==> config.mk <==
export PLATFORM = sky130hd
export DESIGN_NAME = ctx_region_matcher
export DESIGN_NICKNAME = d
export VERILOG_FILES = /design/src/rtl/rm_pkg.sv /design/src/rtl/rm_ctx_cmp.sv /design/src/rtl/rm_prio_pick.sv /design/src/rtl/rm_out_stage.sv /design/src/rtl/ctx_region_matcher.sv
export SDC_FILE = /design/constraint.sdc
export NUM_CORES = 1
export LEC_CHECK = 0
export ABC_AREA = 1
export BUFFER_PORTS_ARGS = -buffer_cell sky130_fd_sc_hd__buf_2
export CAP_MARGIN = 25
export CORE_AREA = 2 2 117 119
export CTS_BUF_LIST = sky130_fd_sc_hd__clkbuf_2 sky130_fd_sc_hd__clkbuf_4 sky130_fd_sc_hd__clkbuf_8
export DETAILED_ROUTE_END_ITERATION = 8
export DIE_AREA = 0 0 119 121
export GPL_TIMING_DRIVEN = 0
export PLACE_DENSITY_LB_ADDON = 0.08
export SYNTH_ARGS = -nofsm -noshare
export SYNTH_HDL_FRONTEND = slang
export SYNTH_SLANG_ARGS = --single-unit
==> constraint.sdc <==
create_clock -name clk -period 1.61 [get_ports clk]
set_clock_uncertainty 0.2 [all_clocks]
set_input_delay 0.0805 -clock clk [delete_from_list [all_inputs] [get_ports clk]]
set_output_delay 0.0805 -clock clk [all_outputs]
set_load 0.005 [all_outputs]
==> src/rtl/rm_pkg.sv <==
// Package rm_pkg
// Shared encodings for the region context matcher: the operating-mode
// code and the bit positions inside the upper descriptor word.
package rm_pkg;

    typedef enum logic [1:0] {
        MODE_NORMAL = 2'd0,
        MODE_RSVD   = 2'd1,
        MODE_VIOL   = 2'd2,
        MODE_OFF    = 2'd3
    } op_mode_e;

    localparam int DESC_W      = 32;
    localparam int VALID_BIT   = 0;
    localparam int DECRYPT_BIT = 1;

    // True when the operating mode forbids decryption.
    function automatic logic mode_blocks(input logic [1:0] mode);
        return (mode == MODE_VIOL) || (mode == MODE_OFF);
    endfunction

endpackage

==> src/rtl/rm_ctx_cmp.sv <==
// Module rm_ctx_cmp
// Compares one fetch address with one context's inclusive block bounds.
// Assumes the start block sits in word_lo[ADDR_W-1:GRAN_LSB] and the end
// block in word_hi[ADDR_W-1:GRAN_LSB]. Purely combinational.
module rm_ctx_cmp
    import rm_pkg::*;
#(
    parameter int ADDR_W   = 32,
    parameter int GRAN_LSB = 10
) (
    input  logic [ADDR_W-1:0] addr_i,
    input  logic [ADDR_W-1:0] word_lo_i,
    input  logic [ADDR_W-1:0] word_hi_i,
    output logic              match_o,
    output logic              decrypt_req_o
);
    localparam int FIELD_W = ADDR_W - GRAN_LSB;

    logic [FIELD_W-1:0] addr_blk;
    logic [FIELD_W-1:0] start_blk;
    logic [FIELD_W-1:0] end_blk;
    logic               unused_low_bits;

    // Extract the block numbers of the address and both bounds.
    always_comb begin
        addr_blk  = addr_i[ADDR_W-1:GRAN_LSB];
        start_blk = word_lo_i[ADDR_W-1:GRAN_LSB];
        end_blk   = word_hi_i[ADDR_W-1:GRAN_LSB];
    end

    // Inclusive range test gated by the valid flag.
    always_comb begin
        match_o       = word_hi_i[VALID_BIT]
                        && (addr_blk >= start_blk)
                        && (addr_blk <= end_blk);
        decrypt_req_o = word_hi_i[DECRYPT_BIT];
    end

    assign unused_low_bits = ^{addr_i[GRAN_LSB-1:0], word_lo_i[GRAN_LSB-1:0],
                               word_hi_i[GRAN_LSB-1:DECRYPT_BIT+1]};

endmodule

==> src/rtl/rm_prio_pick.sv <==
// Module rm_prio_pick
// Fixed-priority selector: reports whether any request is set and the
// index of the lowest-numbered set request. Index is 0 when none is set.
module rm_prio_pick #(
    parameter int N     = 4,
    parameter int IDX_W = (N > 1) ? $clog2(N) : 1
) (
    input  logic [N-1:0]     req_i,
    output logic             any_o,
    output logic [IDX_W-1:0] idx_o
);
    // Scan from the top down so the lowest set index is written last.
    always_comb begin
        any_o = |req_i;
        idx_o = '0;
        for (int i = N - 1; i >= 0; i--) begin
            if (req_i[i]) begin
                idx_o = IDX_W'(i);
            end
        end
    end

endmodule

==> src/rtl/rm_out_stage.sv <==
// Module rm_out_stage
// Applies the global and mode overrides to the decrypt request and
// registers the result for a one-cycle latency. Outputs are all zero in
// any cycle that does not follow a valid fetch. Synchronous active-low reset.
module rm_out_stage
    import rm_pkg::*;
#(
    parameter int IDX_W = 2
) (
    input  logic             clk,
    input  logic             rst_n,
    input  logic             fetch_valid_i,
    input  logic             any_i,
    input  logic [IDX_W-1:0] idx_i,
    input  logic             dec_req_i,
    input  logic             glob_en_i,
    input  logic [1:0]       op_mode_i,
    output logic             out_valid_o,
    output logic             hit_o,
    output logic [IDX_W-1:0] idx_o,
    output logic             decrypt_o
);
    logic dec_next;

    // Decrypt only for a hit, a set request, global enable and a clean mode.
    always_comb begin
        dec_next = fetch_valid_i && any_i && dec_req_i && glob_en_i
                   && !mode_blocks(op_mode_i);
    end

    // Register the result; quiet outputs when no fetch was presented.
    always_ff @(posedge clk) begin
        if (!rst_n) begin
            out_valid_o <= 1'b0;
            hit_o       <= 1'b0;
            idx_o       <= '0;
            decrypt_o   <= 1'b0;
        end else begin
            out_valid_o <= fetch_valid_i;
            hit_o       <= fetch_valid_i && any_i;
            idx_o       <= (fetch_valid_i && any_i) ? idx_i : '0;
            decrypt_o   <= dec_next;
        end
    end

endmodule

==> src/rtl/ctx_region_matcher.sv <==
// Module ctx_region_matcher
// Decides per fetch which of NUM_CTX address regions applies and whether
// the fetched data is to be decrypted. Descriptors are flattened buses,
// context k in slice [DESC_W*k +: DESC_W]. Results appear one cycle after
// the fetch. Assumes descriptors are stable while fetches are in flight.
module ctx_region_matcher
    import rm_pkg::*;
#(
    parameter int NUM_CTX  = 4,
    parameter int ADDR_W   = 32,
    parameter int GRAN_LSB = 10,
    localparam int IDX_W   = (NUM_CTX > 1) ? $clog2(NUM_CTX) : 1,
    localparam int BUS_W   = NUM_CTX * DESC_W
) (
    input  logic              clk,
    input  logic              rst_n,
    input  logic              fetch_valid_i,
    input  logic [ADDR_W-1:0] fetch_addr_i,
    input  logic              glob_en_i,
    input  logic [1:0]        op_mode_i,
    input  logic [BUS_W-1:0]  desc_lo_i,
    input  logic [BUS_W-1:0]  desc_hi_i,
    output logic              out_valid_o,
    output logic              hit_o,
    output logic [IDX_W-1:0]  ctx_idx_o,
    output logic              decrypt_o
);
    logic [NUM_CTX-1:0] match_vec;
    logic [NUM_CTX-1:0] dec_vec;
    logic               any_match;
    logic [IDX_W-1:0]   win_idx;
    logic               win_dec;

    // One comparator per context.
    for (genvar k = 0; k < NUM_CTX; k++) begin : g_ctx
        rm_ctx_cmp #(
            .ADDR_W   (ADDR_W),
            .GRAN_LSB (GRAN_LSB)
        ) u_cmp (
            .addr_i        (fetch_addr_i),
            .word_lo_i     (desc_lo_i[DESC_W*k +: ADDR_W]),
            .word_hi_i     (desc_hi_i[DESC_W*k +: ADDR_W]),
            .match_o       (match_vec[k]),
            .decrypt_req_o (dec_vec[k])
        );
    end

    rm_prio_pick #(
        .N     (NUM_CTX),
        .IDX_W (IDX_W)
    ) u_pick (
        .req_i (match_vec),
        .any_o (any_match),
        .idx_o (win_idx)
    );

    // Pick the decrypt request of the winning context.
    always_comb begin
        win_dec = dec_vec[win_idx];
    end

    rm_out_stage #(
        .IDX_W (IDX_W)
    ) u_out (
        .clk           (clk),
        .rst_n         (rst_n),
        .fetch_valid_i (fetch_valid_i),
        .any_i         (any_match),
        .idx_i         (win_idx),
        .dec_req_i     (win_dec),
        .glob_en_i     (glob_en_i),
        .op_mode_i     (op_mode_i),
        .out_valid_o   (out_valid_o),
        .hit_o         (hit_o),
        .idx_o         (ctx_idx_o),
        .decrypt_o     (decrypt_o)
    );

endmodule

Yosys cells after proc, flatten, opt, wreduce, memory -nomap -nowiden
Index checks and enable logic that the tools add are counted.
Widths: inputs -> output; s select.

operators by class
  add/sub/neg operators = 0
  multipliers = 0
  divide/modulo/power cells = 0
  magnitude comparators = 9
  equality and inequality tests = 2
  shift operators = 0
  muxes and demuxes = 6
  bitwise operators = 0
  reduce and logical (&&, ||, !) cells = 16

operators with widths
  operator            count
  $ge 22x22->1        4
  $le 22x22->1        4
  $logic_and 1x1->1   12
  $mux 2              4
  $eq 2x2->1 const B  2
  $reduce_or 4->1     1
  $lt 2x3->1 const B  1
  $bmux 1 s2          1
  $reduce_and 2->1    1
  $logic_not 1->1     1
  $logic_or 1x1->1    1
  $mux 1              1

word-level totals
  flip-flop bits (word level) = 5
  latch bits = 0
  bits in writable memories = 0
  bits in read-only memories = 0
  input bits = 294
  output and inout port bits = 5
  logic and storage cells = 37
  memories = 0

Depth between registers and ports, before layout
Gate-level depths: netlist of the first run.

  depth after elaboration = 12
  depth in mapped cells = 20
  mapped depth without buffers = 20

Modules after synthesis
From an unflattened synthesis of the first run, not the netlist that was laid out.

unflattened totals
  cells, all modules = 938
  area total of the unflattened synthesis = 5429.0 um^2

modules (own cells, without submodules)
  module              times used  cells each  area each (um^2)  sequential area each (um^2)
  rm_ctx_cmp          4           225         1295.0            0.0
  rm_out_stage        1           16          151.4             100.1
  ctx_region_matcher  1           13          51.3              0.0
  rm_prio_pick        1           9           46.3              0.0

Least setup slack after synthesis of the first run
No wires, ideal clock.

  path type = input port to flip-flop
  start point = input port desc_lo_i[127]
  end point = register u_out.decrypt_o
  library setup time = 113 ps
  arrival = 1390 ps
  required time = 1297 ps
  path slack = -93 ps
  cell stages on the path = 17
  buffers on the path = 0
  cell sequence = inv_1 -> ha_1 -> nand2_2 -> nor2_4 -> nand2_1 -> nor2_1 -> nand2_1 -> nand3_2 -> nand2_2 -> nor2_1 -> nand2_1 -> nand2_2 -> nand2_2 -> nand2_1 -> nand2_1 -> nor2_1 -> nor2_1

on the way
  cells in the longest elaborated chain, start to end = 12
  elaborated cells between the ends (all ways) = 14
  classes of those cells = 1 x order compare; 6 x mux; 7 x reduce/logical

RTL lines
  element                              line                      source
  from (decl)                          ctx_region_matcher.sv:21  input logic [BUS_W-1:0] desc_lo_i,
  $ge 22x22->1 (*)                     rm_ctx_cmp.sv:34          && (addr_blk >= start_blk)
  $logic_and 1x1->1 (*)                rm_ctx_cmp.sv:34
  $logic_and 1x1->1 (*)                rm_ctx_cmp.sv:35          && (addr_blk <= end_blk);
  $mux 2 (4 in series)                 rm_prio_pick.sv:17        if (req_i[i]) begin
  $bmux 1 s2                           ctx_region_matcher.sv:59  win_dec = dec_vec[win_idx];
  $mux 1 (not written as such)         ctx_region_matcher.sv:59
  $logic_and 1x1->1 (*) (2 in series)  rm_out_stage.sv:27        dec_next = fetch_valid_i && any_i && dec_req_i && glob_en_i
  $logic_and 1x1->1 (*)                rm_out_stage.sv:28        && !mode_blocks(op_mode_i);
  to (signal assigned)                 rm_out_stage.sv:42        decrypt_o <= dec_next;
  to (decl)                            rm_out_stage.sv:21        output logic decrypt_o

Mark *: on every way between the ends. The rest lies on a longest branch, timed or not. The select of a mux whose other input is x is not followed.
A chain may end at the register's enable or synchronous reset.

Worst setup path in the final report of the first run
  start point = input port fetch_addr_i[17]
  end point = register u_out.decrypt_o

on the way
  cells in the longest elaborated chain, start to end = 12
  elaborated cells between the ends (all ways) = 27
  classes of those cells = 8 x order compare; 6 x mux; 13 x reduce/logical

RTL lines
  element                              line                      source
  from (decl)                          ctx_region_matcher.sv:18  input logic [ADDR_W-1:0] fetch_addr_i,
  $ge 22x22->1                         rm_ctx_cmp.sv:34
  $logic_and 1x1->1                    rm_ctx_cmp.sv:34
  $logic_and 1x1->1                    rm_ctx_cmp.sv:35
  $mux 2 (4 in series)                 rm_prio_pick.sv:17
  $bmux 1 s2                           ctx_region_matcher.sv:59
  $mux 1 (not written as such)         ctx_region_matcher.sv:59
  $logic_and 1x1->1 (*) (2 in series)  rm_out_stage.sv:27
  $logic_and 1x1->1 (*)                rm_out_stage.sv:28

Marks and branches as above.

==> impl_metrics.env, run 1 <==
export IMPL_ys_dominant_reg_cell="sky130_fd_sc_hd__dfxtp_1"
export IMPL_final_antenna_net_count=0
export IMPL_cts_tree="built"
export IMPL_synth_seq_cells=5
export IMPL_pwr_density_cell_nw_per_um2=290
export IMPL_numCtsBuffers=3
export IMPL_netlist_top_cells_count="236 x sky130_fd_sc_hd__inv_1, 200 x sky130_fd_sc_hd__nand2_1, 176 x sky130_fd_sc_hd__ha_1"
export IMPL_final_period_utilization_pct=120
export IMPL_cts_root_buf="sky130_fd_sc_hd__clkbuf_8"
export IMPL_fillCellCount=1417
export IMPL_finalSetupViolations=4
export IMPL_post_syn_area_sq_um=5120
export IMPL_final_period_minus_worst_setup_slack_ps=1930
export IMPL_worst_setup_path_end_kind="flop"
export IMPL_vias=5517
export IMPL_placed_area_sq_um=6430
export IMPL_grt_remaining_overflow=0
export IMPL_die_y_um=121
export IMPL_cp_required_ps=1520
export IMPL_die_x_um=119
export IMPL_portBuffers=215
export IMPL_yosysTopAreaCellShare_pct=43.0
export IMPL_clk_pin_slew_worst_paths_ps=30
export IMPL_syn2layout_area_growth_pct=33.1
export IMPL_max_cap_violations=0
export IMPL_synth_cell_type_count=22
export IMPL_antenna_violations_before_repair=0
export IMPL_failed_checks="negative setup slack"
export IMPL_detail_route_wirelength_mm=15.0
export IMPL_multi_input_area_sq_um=4370
export IMPL_synth_top_cell_by_area="sky130_fd_sc_hd__ha_1"
export IMPL_placeableCoreArea_sq_um=13100
export IMPL_fin_total_pwr_mw=1.97
export IMPL_dr_first_iter_drc_count=203
export IMPL_first_global_vias=5224
export IMPL_pin_count_of_the_biggest_net_entering_global_routing=9
export IMPL_die_area_sq_um=14400
export IMPL_synth_top_cells_by_area="sky130_fd_sc_hd__ha_1 43%, sky130_fd_sc_hd__inv_1 17%, sky130_fd_sc_hd__nand2_1 15%"
export IMPL_fin_cells=1252
export IMPL_groute_usage_overall_pct=20.9
export IMPL_worst_slew_margin_relative_to_its_limit_pct=81.2
export IMPL_cts_sink_count=5
export IMPL_vias_per_cell=4.41
export IMPL_placed_cells_incl_taps=1239
export IMPL_synth_net_count=1318
export IMPL_crit_path_start="fetch_addr_i[17]"
export IMPL_max_vdd_ir_drop_v=0.000209
export IMPL_setup_worst_path_class="in -> reg"
export IMPL_critical_path_endpoint="u_out.decrypt_o$_SDFF_PN0_"
export IMPL_drt_wirelength_per_cell_um=12.0
export IMPL_final_design_area_no_fill_sq_um=6820
export IMPL_regArea_sq_um=100
export IMPL_status="complete, but fails checks"
export IMPL_cp_max_fo=8
export IMPL_rsz0062_at_grt="yes"
export IMPL_post_synth_edffs=0
export IMPL_worstMarginPinSlew_ps=280
export IMPL_yosys_cell_count_top_type="sky130_fd_sc_hd__inv_1"
export IMPL_boundaryPins=299
export IMPL_drtPass1Iterations=6
export IMPL_grt_first_pass_wirelength_mm=24.3
export IMPL_setup_slack_placement_ps=-660
export IMPL_start_util_pct=39.1
export IMPL_antennaDiodeCount=0
export IMPL_finalMaxSlewViolations=0
export IMPL_placementRows=42
export IMPL_synth_seq_area_share_pct=1.96
export IMPL_syn_mean_instance_area_sq_um=6.04
export IMPL_h_tree_depth=1
export IMPL_syn_instance_count=848
export IMPL_place_detailed_hpwl_mm=13.2
export IMPL_hold_ws_ps=8.98
export IMPL_cp_arrival_ps=1850
export IMPL_synth_async_sr_flop_share_pct=0
export IMPL_gpl_final_weighted_congestion=0.816
export IMPL_post_route_drc_count=0
export IMPL_layout_drive_gt1_share_pct=26.3
export IMPL_design_final_nets=1547
export IMPL_tns_ps=-935
export IMPL_layout_core_utilization_pct=52.1
export IMPL_final_setup_worst_slack_ps=-322
export IMPL_start_kind="input port"
export IMPL_leakagePower_nw=4.46
export IMPL_min_path_type="in -> reg"
export IMPL_cts_max_path_buffers=2
export IMPL_synth_yosys_warnings=0
export IMPL_fmaxAchievable_ghz=0.518
export IMPL_hold_viol=0
-- sequential cells by signal, indices dropped and copies added, names as in the netlist --
| register | flops |
|---|---|
| u_out.decrypt_o | 1 |
| u_out.hit_o | 1 |
| u_out.out_valid_o | 1 |
| u_out.idx_o | 2 |
-- per-layer routing --
layer | global-route usage (%) | vias up | wire length (um)
met5 | 0 | - | 0
met4 | 0.744 | 0 | 31
met3 | 2.02 | 2 | 847
met2 | 36.0 | 143 | 6740
met1 | 29.7 | 2259 | 7420
li1 | - | 3113 | -
-- cells by family after synthesis --
kind of cell	after synthesis	synth area share, %
AND/OR/NAND/NOR	328	26.9
buffers and inverters	237	17.4
adder cells (fa/ha/maj)	176	43.0
AO/OA/AOI/OAI	102	10.8
flip-flops	5	1.96
-- final cells by class --
class	count	area share (%)
Clock buffer	4	0.716
Inverter	237	13.1
Multi-Input combinational cell	606	64.1
Sequential cell	5	1.47
Tap cell	176	3.23
Timing Repair Buffer	224	17.4
-- how the worst min path moves through the flow --
stage / from / to / slack [ps] / depth (start not counted)
floorplan: fetch_valid_i / u_out.out_valid_o$_SDFF_PN0_ / 5 / 2
global placement: fetch_valid_i / u_out.out_valid_o$_SDFF_PN0_ / 130 / 3
detailed placement: fetch_valid_i / u_out.out_valid_o$_SDFF_PN0_ / 130 / 3
CTS: op_mode_i[1] / u_out.decrypt_o$_SDFF_PN0_ / 4 / 6
global route: op_mode_i[1] / u_out.decrypt_o$_SDFF_PN0_ / 30 / 6
finish: glob_en_i / u_out.decrypt_o$_SDFF_PN0_ / 9 / 5
-- critical path, cell delays in order --
cell and delay (ps):
sky130_fd_sc_hd__buf_2 250, sky130_fd_sc_hd__ha_1 290, sky130_fd_sc_hd__nand2_1 80, sky130_fd_sc_hd__nand2_1 50, sky130_fd_sc_hd__nand2_1 50, sky130_fd_sc_hd__nand2_1 60, sky130_fd_sc_hd__nand2_1 60, sky130_fd_sc_hd__nand2_1 100
sky130_fd_sc_hd__nand2_1 70, sky130_fd_sc_hd__nand3_1 60, sky130_fd_sc_hd__nand2_1 80, sky130_fd_sc_hd__inv_2 50, sky130_fd_sc_hd__nor2_1 100, sky130_fd_sc_hd__nand2_2 70, sky130_fd_sc_hd__nand2_4 70, sky130_fd_sc_hd__nand2_4 60
sky130_fd_sc_hd__nand2_1 60, sky130_fd_sc_hd__nand2_1 50, sky130_fd_sc_hd__nor2_1 100, sky130_fd_sc_hd__nor2_1 60
-- cells in the final DEF (no fill, tap or decap), types with 2 or more instances in the layout --
| cell | instances |
|---|---|
| sky130_fd_sc_hd__a21oi_1 | 63 |
| sky130_fd_sc_hd__buf_4 | 13 |
| sky130_fd_sc_hd__nand3_1 | 19 |
| sky130_fd_sc_hd__dfxtp_1 | 5 |
| sky130_fd_sc_hd__inv_1 | 235 |
| sky130_fd_sc_hd__clkbuf_8 | 3 |
| sky130_fd_sc_hd__a21o_1 | 5 |
| sky130_fd_sc_hd__nand3_2 | 6 |
| sky130_fd_sc_hd__ha_4 | 9 |
| sky130_fd_sc_hd__o21ai_0 | 20 |
| sky130_fd_sc_hd__dlygate4sd3_1 | 3 |
| sky130_fd_sc_hd__nand2_4 | 3 |
| sky130_fd_sc_hd__o21bai_1 | 4 |
| sky130_fd_sc_hd__nand4_1 | 11 |
| sky130_fd_sc_hd__ha_1 | 167 |
| sky130_fd_sc_hd__nor2_1 | 58 |
| sky130_fd_sc_hd__nor2_4 | 2 |
| sky130_fd_sc_hd__o21a_1 | 4 |
| sky130_fd_sc_hd__nor2_2 | 19 |
| sky130_fd_sc_hd__buf_6 | 3 |
| sky130_fd_sc_hd__o211ai_1 | 2 |
| sky130_fd_sc_hd__a21oi_2 | 2 |
| sky130_fd_sc_hd__buf_2 | 205 |
| sky130_fd_sc_hd__nand2_2 | 10 |
| sky130_fd_sc_hd__nand3_4 | 3 |
| sky130_fd_sc_hd__nor3_1 | 3 |
| sky130_fd_sc_hd__nand2_1 | 193 |
-- what timing repair did --
item,CTS,global route
setup endpoints to repair,4,4
hold buffers,3,0
resized for setup,38,19
hold endpoints to repair,3,0
buffers inserted,5,1
pin swaps,21,17
gates cloned,0,0
-- where the power goes --
| part | internal [mW] | switching, mW | total (mW) |
|---|---|---|---|
| Clock | 0.187 | 0.0645 | 0.252 |
| Sequential | 0.130 | 0.00112 | 0.131 |
| Combinational | 0.704 | 0.888 | 1.59 |
| Total | 1.02 | 0.953 | 1.97 |
Note: power is estimated with default switching activity, not from simulation.
==> inputs of run 2 (changes only) <==
- HOLD_SLACK_MARGIN: unset -> 0.02
- TNS_END_PERCENT: unset -> 5
- clock period: 1.61 -> 1.75 ns (I/O delays scaled with it)
==> impl_metrics.env, run 2 (synthesis gave the netlist of run 1 again) <==
export IMPL_status="complete, but fails checks"
export IMPL_failed_checks="negative setup slack"
export IMPL_cts_root_buf="sky130_fd_sc_hd__clkbuf_8"
export IMPL_final_setup_worst_slack_ps=-123
export IMPL_worst_slew_margin_relative_to_its_limit_pct=83.0
export IMPL_die_area_sq_um=14400
export IMPL_antenna_violations_before_repair=0
export IMPL_vias=5628
export IMPL_cts_sink_count=5
export IMPL_worstMarginPinSlew_ps=255
export IMPL_place_detailed_hpwl_mm=13.0
export IMPL_cp_max_fo=8
export IMPL_detail_route_wirelength_mm=15.4
export IMPL_start_kind="input port"
export IMPL_setup_worst_path_class="in -> reg"
export IMPL_fmaxAchievable_ghz=0.534
export IMPL_fin_total_pwr_mw=1.91
export IMPL_rsz0062_at_grt="yes"
export IMPL_gpl_final_weighted_congestion=0.817
export IMPL_setup_slack_placement_ps=-518
export IMPL_portBuffers=215
export IMPL_cp_arrival_ps=1790
export IMPL_pwr_density_cell_nw_per_um2=269
export IMPL_largest_reg_flops=2
export IMPL_post_route_drc_count=0
export IMPL_final_design_area_no_fill_sq_um=7120
export IMPL_clk_pin_slew_worst_paths_ps=40
export IMPL_syn2layout_area_growth_pct=39.1
export IMPL_die_x_um=119
export IMPL_min_path_type="in -> reg"
export IMPL_grt_first_pass_wirelength_mm=24.6
export IMPL_finalSetupViolations=4
export IMPL_first_global_vias=5328
export IMPL_placed_area_sq_um=6410
export IMPL_layout_core_utilization_pct=54.4
export IMPL_cp_required_ps=1670
export IMPL_cts_max_path_buffers=2
export IMPL_final_period_minus_worst_setup_slack_ps=1870
export IMPL_regArea_sq_um=100
export IMPL_finalMaxSlewViolations=0
export IMPL_final_period_utilization_pct=107
export IMPL_numCtsBuffers=3
export IMPL_hold_ws_ps=74.4
export IMPL_drt_wirelength_per_cell_um=12.3
export IMPL_cts_tree="built"
export IMPL_pin_count_of_the_biggest_net_entering_global_routing=9
export IMPL_max_vdd_ir_drop_v=0.000183
export IMPL_grt_remaining_overflow=0
export IMPL_groute_usage_overall_pct=21.2
export IMPL_final_common_cell="sky130_fd_sc_hd__inv_1"
export IMPL_registers_top_by_ff_count="u_out.idx_o"
export IMPL_placementRows=42
export IMPL_multi_input_area_sq_um=4560
export IMPL_die_y_um=121
export IMPL_final_antenna_net_count=0
export IMPL_worst_setup_path_end_kind="flop"
export IMPL_dr_first_iter_drc_count=152
export IMPL_fillCellCount=1372
export IMPL_boundaryPins=299
export IMPL_layout_drive_gt1_share_pct=28.9
export IMPL_vias_per_cell=4.48
export IMPL_hold_viol=0
export IMPL_design_final_nets=1551
export IMPL_h_tree_depth=1
export IMPL_worstHoldPathCells=5
export IMPL_antennaDiodeCount=0
export IMPL_drtPass1Iterations=4
export IMPL_leakagePower_nw=4.53
export IMPL_max_cap_violations=0
export IMPL_start_util_pct=39.1
export IMPL_placeableCoreArea_sq_um=13100
export IMPL_most_frequent_cells_in_the_layout="234 x sky130_fd_sc_hd__inv_1, 194 x sky130_fd_sc_hd__buf_2, 182 x sky130_fd_sc_hd__nand2_1, 159 x sky130_fd_sc_hd__ha_1, 63 x sky130_fd_sc_hd__a21oi_1"
run 2: routing by layer:
metal  global-route usage, %  part of all wire (%)
met3                    2.02                   6.0
met5                       0                     0
met2                    37.6                    46
met1                    29.1                    47
met4                    1.34                  0.34
run 2: path summary, 6_finish.rpt:
| check | startpoint | end | slack, ps |
|---|---|---|---|
| max | fetch_addr_i[31] | u_out.decrypt_o$_SDFF_PN0_ | -120 |
| min | desc_hi_i[33] | u_out.decrypt_o$_SDFF_PN0_ | 70 |
run 2: stage by stage:
step           std cells  setup TNS, ps
2_1_floorplan        848              0
3_3_place_gp        1239          -1690
3_5_place_dp        1239          -1750
4_1_cts             1254           -150
5_1_grt             1256           -972
6_report            1256           -356
run 2: layout make-up:
class	count	area share [%]
Sequential cell	5	1.41
Timing Repair Buffer	228	18.2
Clock buffer	4	0.685
Inverter	237	12.5
Tap cell	176	3.09
Multi-Input combinational cell	606	64.1
run 2: power breakdown:
group / switching, mW / total (mW) / internal [mW]
clock network: 0.0631 / 0.235 / 0.172
logic: 0.854 / 1.56 / 0.703
registers: 0.000941 / 0.121 / 0.120
total: 0.918 / 1.91 / 0.995
run 2: worst max-delay path, stage by stage:
cell                      delay [ps]
sky130_fd_sc_hd__buf_4           160
sky130_fd_sc_hd__ha_1            310
sky130_fd_sc_hd__nand2_1          90
sky130_fd_sc_hd__nor2_2           50
sky130_fd_sc_hd__inv_1            40
sky130_fd_sc_hd__a21oi_1          40
sky130_fd_sc_hd__nor2_2          180
sky130_fd_sc_hd__nand3_1         100
sky130_fd_sc_hd__nand2_1          80
sky130_fd_sc_hd__inv_2            60
sky130_fd_sc_hd__o21ai_4         210
sky130_fd_sc_hd__nand3_4         120
sky130_fd_sc_hd__inv_2            60
sky130_fd_sc_hd__nand2_1          50
sky130_fd_sc_hd__nor2_1          100
sky130_fd_sc_hd__nor2_1           40
run 2: what timing repair did:
item / in CTS / in global routing
setup buffers: 4 / 2
hold buffers: 7 / 0
pin swaps: 28 / 39
endpoints found under the setup margin: 4 / 4
endpoints found under the hold margin: 3 / 0
gates resized for setup: 75 / 43
==> inputs of run 3 (changes only) <==
- CORE_AREA: 2 2 117 119 -> unset
- CORE_MARGIN: unset -> 3
- CORE_UTILIZATION: unset -> 42
- DIE_AREA: 0 0 119 121 -> unset
==> impl_metrics.env, run 3 (synthesis gave the netlist of run 1 again) <==
export IMPL_final_period_minus_worst_setup_slack_ps=1980
export IMPL_final_antenna_net_count=0
export IMPL_place_detailed_hpwl_mm=12.9
export IMPL_start_kind="input port"
export IMPL_cp_max_fo=8
export IMPL_cp_required_ps=1700
export IMPL_die_x_um=116
export IMPL_hold_ws_ps=24.4
export IMPL_cpMostUsedCell="sky130_fd_sc_hd__nand2_1"
export IMPL_final_common_cell="sky130_fd_sc_hd__inv_1"
export IMPL_die_area_sq_um=13500
export IMPL_groute_usage_overall_pct=21.5
export IMPL_worstMarginPinSlew_ps=354
export IMPL_vias_per_cell=4.52
export IMPL_met2RoutedLength_mm=6.53
export IMPL_cts_root_buf="sky130_fd_sc_hd__clkbuf_8"
export IMPL_grt_first_pass_wirelength_mm=23.4
export IMPL_boundaryPins=299
export IMPL_final_setup_worst_slack_ps=-228
export IMPL_switching_share_pct=48.0
export IMPL_top_layer_used="met4"
export IMPL_fmaxAchievable_ghz=0.506
export IMPL_power_sequential_fraction_pct=6.8
export IMPL_design_final_nets=1546
export IMPL_detail_route_wirelength_mm=14.8
export IMPL_power_switching_mw=0.857
export IMPL_finalSetupViolations=4
export IMPL_route_layer_met1_wl_mm=7.24
export IMPL_path_buf_inv=1
export IMPL_leakagePower_nw=4.46
export IMPL_final_design_area_no_fill_sq_um=6750
export IMPL_finalMaxSlewViolations=0
export IMPL_post_route_drc_count=0
export IMPL_placeableCoreArea_sq_um=11700
export IMPL_path_cells="buf_2 -> ha_1 -> nand2_1 -> nor4_2 -> nand4_1 -> nand2_1 -> nand3_4 -> nand2_4 -> nor2_4 -> nor2_1 -> nand2_1 -> nor2_1"
export IMPL_worst_slew_margin_relative_to_its_limit_pct=76.2
export IMPL_first_global_vias=5159
export IMPL_cp_arrival_ps=1930
export IMPL_placed_area_sq_um=6370
export IMPL_clk_pin_slew_worst_paths_ps=30
export IMPL_tns_ps=-426
export IMPL_crit_slowest_cell="sky130_fd_sc_hd__nor4_2"
export IMPL_most_frequent_cells_in_the_layout="235 x sky130_fd_sc_hd__inv_1, 208 x sky130_fd_sc_hd__buf_2, 197 x sky130_fd_sc_hd__nand2_1, 168 x sky130_fd_sc_hd__ha_1, 64 x sky130_fd_sc_hd__a21oi_1"
export IMPL_setup_worst_path_class="in -> reg"
export IMPL_numCtsBuffers=3
export IMPL_max_cap_violations=0
export IMPL_syn2layout_area_growth_pct=31.9
export IMPL_status="complete, but fails checks"
export IMPL_intPower_mw=0.930
export IMPL_crit_path_max_incr_delay_ps=410
export IMPL_grt_remaining_overflow=0
export IMPL_vias=5508
export IMPL_pwr_density_cell_nw_per_um2=265
export IMPL_final_period_utilization_pct=113
export IMPL_setup_slack_placement_ps=-486
export IMPL_cts_max_path_buffers=2
export IMPL_start_util_pct=43.9
export IMPL_placementRows=39
export IMPL_registers_top_by_ff_count="u_out.idx_o"
export IMPL_drt_wirelength_per_cell_um=12.2
export IMPL_failed_checks="negative setup slack"
export IMPL_drtPass1Iterations=4
export IMPL_fin_total_pwr_mw=1.79
export IMPL_h_tree_depth=1
export IMPL_share_comb_of_total_power_pct=80.7
export IMPL_layout_drive_gt1_share_pct=25.5
export IMPL_met3RoutedLength_um=957
export IMPL_die_y_um=116
export IMPL_pin_count_of_the_biggest_net_entering_global_routing=9
export IMPL_antenna_violations_before_repair=0
export IMPL_gpl_final_weighted_congestion=0.846
export IMPL_cts_tree="built"
export IMPL_hold_viol=0
export IMPL_largest_reg_flops=2
export IMPL_rsz0062_at_grt="yes"
export IMPL_power_frac_clock_pct=12.5
export IMPL_dr_first_iter_drc_count=233
export IMPL_cts_sink_count=5
export IMPL_max_vdd_ir_drop_v=0.000211
export IMPL_min_path_type="in -> reg"
export IMPL_crit_path_max_delay_family="simple AND/OR/NAND/NOR gates"
export IMPL_worst_setup_path_end_kind="flop"
export IMPL_portBuffers=215
-- run 3: tightest hold or removal path: stages --
cell,delay [ps]
sky130_fd_sc_hd__buf_2,100
sky130_fd_sc_hd__nand4_1,80
sky130_fd_sc_hd__nor2_1,40
sky130_fd_sc_hd__nand2_1,50
sky130_fd_sc_hd__nor2_1,40
-- run 3: cell type report --
cell class                 count  area (sq um)
fill                        1242          4910
multi-input combinational    606          4350
timing repair buffer         223          1180
inverter                     237           893
tap                          143           179
sequential                     5           100
clock buffer                   4          48.8
antenna                        1          2.50
-- run 3: what timing repair did --
action	4_1_cts	5_1_grt
setup buffers	2	1
setup endpoints to repair	4	4
pin swaps	5	19
hold buffers	5	0
endpoints found under the hold margin	3	0
gates resized for setup	11	40
-- run 3: final timing paths --
kind | startpoint | endpoint | depth (start not counted)
setup / recovery | fetch_addr_i[25] | u_out.decrypt_o$_SDFF_PN0_ | 12
hold / removal | glob_en_i | u_out.decrypt_o$_SDFF_PN0_ | 5
-- run 3: power by group through the flow --
stage	Clock (mW)	Combinational [mW]	Sequential [mW]
after floorplan	0	0.824	0.123
after global placement	0	1.33	0.122
after detailed placement	0	1.35	0.122
after CTS	0.229	1.38	0.121
after global routing	0.243	1.70	0.121
final	0.224	1.44	0.121
-- run 3: per-stage QoR --
step           std cells  util, %
5_1_grt             1218     57.9
3_3_place_gp        1206     54.7
6_report            1219     57.9
3_5_place_dp        1206     54.7
4_1_cts             1217     55.9
2_1_floorplan        848        -
-- run 3: metal layers --
metal,global-route usage (%),vias up
li1,-,3108
met1,30.8,2247
met2,36.1,149
met3,2.12,4
met4,2.17,0
met5,0,-
